--- config.mk ---
export PLATFORM = sky130hd
export DESIGN_NAME = node_addr_filter
export DESIGN_NICKNAME = d
export VERILOG_FILES = /design/src/rtl/naf_pkg.sv /design/src/rtl/naf_cfg_regs.sv /design/src/rtl/naf_match.sv /design/src/rtl/naf_out_reg.sv /design/src/rtl/node_addr_filter.sv
export SDC_FILE = /design/constraint.sdc
export NUM_CORES = 1
export LEC_CHECK = 0
export BUFFER_PORTS_ARGS = -buffer_cell sky130_fd_sc_hd__buf_2
export CAP_MARGIN = 0
export CORE_MARGIN = 1
export CORE_UTILIZATION = 51
export DETAILED_ROUTE_END_ITERATION = 16
export PLACE_DENSITY = 0.79
export SYNTH_ARGS = -nofsm -noshare
export SYNTH_HDL_FRONTEND = slang
export SYNTH_SLANG_ARGS = --single-unit
--- constraint.sdc ---
create_clock -name clk_i -period 3.3 [get_ports clk_i]
set_clock_uncertainty 0.2 [all_clocks]
set_input_delay 0.495 -clock clk_i [delete_from_list [all_inputs] [get_ports clk_i]]
set_output_delay 0.495 -clock clk_i [all_outputs]
set_load 0.1 [all_outputs]
--- src/rtl/naf_pkg.sv ---
`timescale 1ns/1ps
package naf_pkg;
  typedef enum logic [1:0] {
    KIND_UNI = 2'd0,
    KIND_GRP = 2'd1,
    KIND_ALL = 2'd2
  } dest_kind_e;

  function automatic dest_kind_e classify(input logic mc, input logic grp_all);
    if (!mc) return KIND_UNI;
    if (grp_all) return KIND_ALL;
    return KIND_GRP;
  endfunction
endpackage

--- src/rtl/naf_cfg_regs.sv ---
`timescale 1ns/1ps
module naf_cfg_regs #(
  parameter int GRP_W   = 7,
  parameter int NUM_GRP = 128
) (
  input  logic               clk_i,
  input  logic               rst_ni,
  input  logic [GRP_W-1:0]   id_cfg_i,
  input  logic [NUM_GRP-1:0] mask_cfg_i,
  output logic [GRP_W-1:0]   id_o,
  output logic [NUM_GRP-1:0] mask_o
);
  logic [GRP_W-1:0]   id_q;
  logic [NUM_GRP-1:0] mask_q;

  // capture only while held in reset, frozen afterwards
  always_ff @(posedge clk_i) begin
    if (!rst_ni) begin
      id_q   <= id_cfg_i;
      mask_q <= mask_cfg_i;
    end
  end

  assign id_o   = id_q;
  assign mask_o = mask_q;
endmodule

--- src/rtl/naf_match.sv ---
`timescale 1ns/1ps
module naf_match
  import naf_pkg::*;
#(
  parameter int ID_W     = 8,
  parameter int NUM_GRP  = 128,
  parameter bit BCAST_EN = 1'b1
) (
  input  logic [ID_W-1:0]    dest_i,
  input  logic [ID_W-2:0]    own_id_i,
  input  logic [NUM_GRP-1:0] mask_i,
  output logic               hit_o
);
  localparam int GRP_W = ID_W - 1;

  logic [GRP_W-1:0] grp;
  logic             grp_bit;
  logic             all_hit;
  dest_kind_e       kind;

  assign grp     = dest_i[GRP_W-1:0];
  assign grp_bit = mask_i[grp];
  assign kind    = classify(dest_i[ID_W-1], &grp);

  generate
    if (BCAST_EN) begin : g_bcast
      assign all_hit = 1'b1;
    end else begin : g_no_bcast
      assign all_hit = grp_bit;
    end
  endgenerate

  always_comb begin
    unique case (kind)
      KIND_UNI: hit_o = (grp == own_id_i);
      KIND_GRP: hit_o = grp_bit;
      KIND_ALL: hit_o = all_hit;
      default:  hit_o = 1'b0;
    endcase
  end
endmodule

--- src/rtl/naf_out_reg.sv ---
`timescale 1ns/1ps
module naf_out_reg #(
  parameter int PAYLOAD_W = 16
) (
  input  logic                 clk_i,
  input  logic                 rst_ni,
  input  logic                 load_i,
  input  logic [PAYLOAD_W-1:0] data_i,
  output logic                 acc_o,
  output logic [PAYLOAD_W-1:0] payload_o
);
  always_ff @(posedge clk_i or negedge rst_ni) begin
    if (!rst_ni) begin
      acc_o     <= 1'b0;
      payload_o <= '0;
    end else begin
      acc_o <= load_i;
      if (load_i) payload_o <= data_i;
    end
  end
endmodule

--- src/rtl/node_addr_filter.sv ---
`timescale 1ns/1ps
module node_addr_filter #(
  parameter int ID_W      = 8,
  parameter int PAYLOAD_W = 16,
  parameter bit BCAST_EN  = 1'b1,
  localparam int GRP_W    = ID_W - 1,
  localparam int NUM_GRP  = 1 << GRP_W,
  localparam int WORD_W   = ID_W + PAYLOAD_W
) (
  input  logic                 clk_i,
  input  logic                 rst_ni,
  input  logic [GRP_W-1:0]     node_id_cfg_i,
  input  logic [NUM_GRP-1:0]   grp_mask_cfg_i,
  input  logic                 valid_i,
  input  logic [WORD_W-1:0]    word_i,
  output logic                 acc_o,
  output logic [PAYLOAD_W-1:0] payload_o
);
  logic [GRP_W-1:0]   own_id;
  logic [NUM_GRP-1:0] own_mask;
  logic               hit;

  naf_cfg_regs #(.GRP_W(GRP_W), .NUM_GRP(NUM_GRP)) u_cfg (
    .clk_i      (clk_i),
    .rst_ni     (rst_ni),
    .id_cfg_i   (node_id_cfg_i),
    .mask_cfg_i (grp_mask_cfg_i),
    .id_o       (own_id),
    .mask_o     (own_mask)
  );

  naf_match #(.ID_W(ID_W), .NUM_GRP(NUM_GRP), .BCAST_EN(BCAST_EN)) u_match (
    .dest_i   (word_i[WORD_W-1:PAYLOAD_W]),
    .own_id_i (own_id),
    .mask_i   (own_mask),
    .hit_o    (hit)
  );

  naf_out_reg #(.PAYLOAD_W(PAYLOAD_W)) u_out (
    .clk_i     (clk_i),
    .rst_ni    (rst_ni),
    .load_i    (valid_i & hit),
    .data_i    (word_i[PAYLOAD_W-1:0]),
    .acc_o     (acc_o),
    .payload_o (payload_o)
  );
endmodule

==> reports/results.txt <==
Synthesized instance count - 274
Leak - 3.01 nW
Area leader, netlist - edfxtp_1
Relative slew slack - 42.2%
Sequential share of power - 47.9%
Worst r2r src - u_cfg.mask_o[3]$_DFFE_PN_
Initial DRC Count - 210
Core area - 11,400 sq um
Overall Power - 4.92 mW
Worst-path maximum fanout - 21
Power density cells - 648 nW/um^2
Final hold vios - 0
Final slew viol count - 0
CTS max path bufs - 2
Crit. Startpoint - word_i[16]
Top cell type's share of synthesized area - 67.7%
Clk pin slew, worst setup/hold paths - 0.06 ns
Critical Path Source Type - input pin
Die Ht - 110 um
Worst-margin pin slew - 0.867 ns
Yosys Warn Count - 0
Comb power frac - 16.0%
Syn Area/Cell - 21.9 sq um
Placed cell area - 7030 sq um
DRC viols - 0
Sequential share of the synthesized area - 74.8%
Net Sw Power - 1.33 mW
Post-Syn Nets - 436
Routed Antenna Nets - 0
Chip Width - 110 um
Clk_lat worst skew - 0.42 ns
Die area - 12,200 sq um
Total Wirelength - 11,600 um
Status - completed
Clock power frac - 36.2%
Std-Cell Rows - 39
Final setup vio count - 0
Max Clock Freq - 371 MHz
Starting Density - 52.4%
First-pass GRT wire length - 17,300 um
RePlAce Congestion - 0.745
CP Class - in2reg
Hold_sp - grp_mask_cfg_i[97]
CTS buffer count - 17
CP Data Arrival Time - 2.79 ns
Post-synth cell types - 44
HPWL reported at the end of detailed placement - 8260 um
Count of buffers from port buffering - 178
Number of global-route vias before repair - 3,479
Synth Cell Area - 5990 sq um
Commonest non-fill, non-tap cell in the layout - buf_2
Hold Path Class - in2reg
Commonest non-fill, non-tap cells in the layout - 178 x buf_2, 135 x edfxtp_1, 20 x mux4_2
Clk root buf - clkbuf_16
Layout cells sized above 1 - 53.5%
Total track usage - 20.4%
Crit end category - flop
MaxCap Viol Count - 0
RSZ-0062 raised after global routing - no
Buffer count from post-CTS setup fixing - 0
First-pass DRT Iterations - 4
Via count - 3,287
Largest net degree at the start of global routing - 74
Largest cells by area after synthesis - edfxtp_1 68%, mux4_2 7.5%, dfrtp_1 7.1%
Grt ovf - 0
Initial antenna violation count - 3
WP data required - 3.39 ns
FF+latch count, synth - 152
Setup tns final - 0 ns
Switching share of total power - 27.0%
Layout Area Growth over Synthesis - 26.8%
Number of synthesized flops with an enable pin - 135
Synth async-reset ratio - 11.2%
Peak supply drop - 0.000530 V
I/O pin cnt - 179
Int Pwr - 3.59 mW
Top FF cell, synth - edfxtp_1
CTS Sinks - 152
Nets@finish - 626
CTS tree - done
Fin area - 7600 sq um
WL/cell - 18.7 um
Vias per cell - 5.29
Final period util - 81.8%
Fin crit period - 2.70 ns
Htree depth - 4
-- layer usage --
| layer | share of wire (%) | GRT usage [%] | vias to the layer above |
|---|---|---|---|
| met5 | 0.12 | 0 | - |
| met4 | 3.3 | 11.3 | 2 |
| met3 | 6.4 | 6.35 | 30 |
| met2 | 50 | 33.0 | 128 |
| met1 | 41 | 24.6 | 1591 |
| li1 | - | - | 1536 |
-- what timing repair did --
action / in CTS / in global routing
gates resized for setup: 0 / 0
hold buffers: 1 / 0
hold endpoints to repair: 17 / 0
-- cells in the mapped netlist (all sizes together) (2+ instances only) --
cell type,instances
mux2,17
a22oi,8
xor2,3
nand3b,2
dfrtp,17
o221ai,2
nand2,3
clkbuf,4
nand4,2
edfxtp,135
nor2b,3
mux4,29
o21ai,3
a211oi,2
inv,4
nand3,2
xnor2,4
buf,10
mux2i,7
o2111ai,2
-- final cells by class --
type | instances | area (sq um)
antenna | 1 | 2.50
fill | 780 | 3820
clock buffer | 18 | 429
tap | 143 | 179
sequential | 152 | 4480
clock inverter | 14 | 123
inverter | 4 | 18.8
timing repair buffer | 185 | 983
multi-input combinational | 104 | 1380
-- flip-flops by register name (all words and copies together), names as in the netlist --
register,count
u_cfg.id_o,7
u_out.payload_o,16
u_out.acc_o,1
u_cfg.mask_o,128
-- path summary, 6_finish.rpt --
path,depth (start not counted),end,slack (ns)
setup / recovery,9,u_out.payload_o[13]$_DFFE_PN0P_,0.60
hold / removal,1,u_cfg.mask_o[97]$_DFFE_PN_,0.05
setup reg to reg,7,u_out.payload_o[13]$_DFFE_PN0P_,0.65
hold reg to reg,1,u_out.payload_o[15]$_DFFE_PN0P_,0.31
max in group asynchronous,2,u_out.payload_o[8]$_DFFE_PN0P_,2.21
min in group asynchronous,2,u_out.payload_o[11]$_DFFE_PN0P_,0.39
-- worst max-delay path, stage by stage --
cell and delay (ns):
buf_2 0.26, buf_12 0.24, mux4_1 0.59, a22oi_1 0.23, o2111ai_1 0.16, o2111ai_2 0.13
a41oi_4 0.16, buf_12 0.19, mux2_4 0.30
-- power groups by stage --
stage               logic [mW]  registers, mW  clock network, mW
CTS                      0.792           2.36               1.81
finish                   0.785           2.36               1.78
global placement         0.778           2.38                  0
floorplan                0.243           2.72                  0
detailed placement       0.789           2.40                  0
global route             0.831           2.38               1.87
-- through the flow --
stage	hold WS, ns	utilization (%)	cells	worst slack [ns]
after floorplan	-0.000591	-	274	0.270
after global routing	0.0360	66.5	621	0.461
after global placement	0.245	61.6	587	0.204
final	0.0497	66.5	621	0.601
after CTS	0.0336	66.5	620	0.615
after detailed placement	0.258	61.6	587	0.163
-- kinds of logic after synthesis --
group                  synth area share, %
XOR/XNOR                              1.02
flip-flops                            74.8
buffers and inverters                 2.13
AO/OA/AOI/OAI                         3.68
AND/OR/NAND/NOR                       1.96
multiplexers                          16.4
Power figures use the tool's default switching activity.
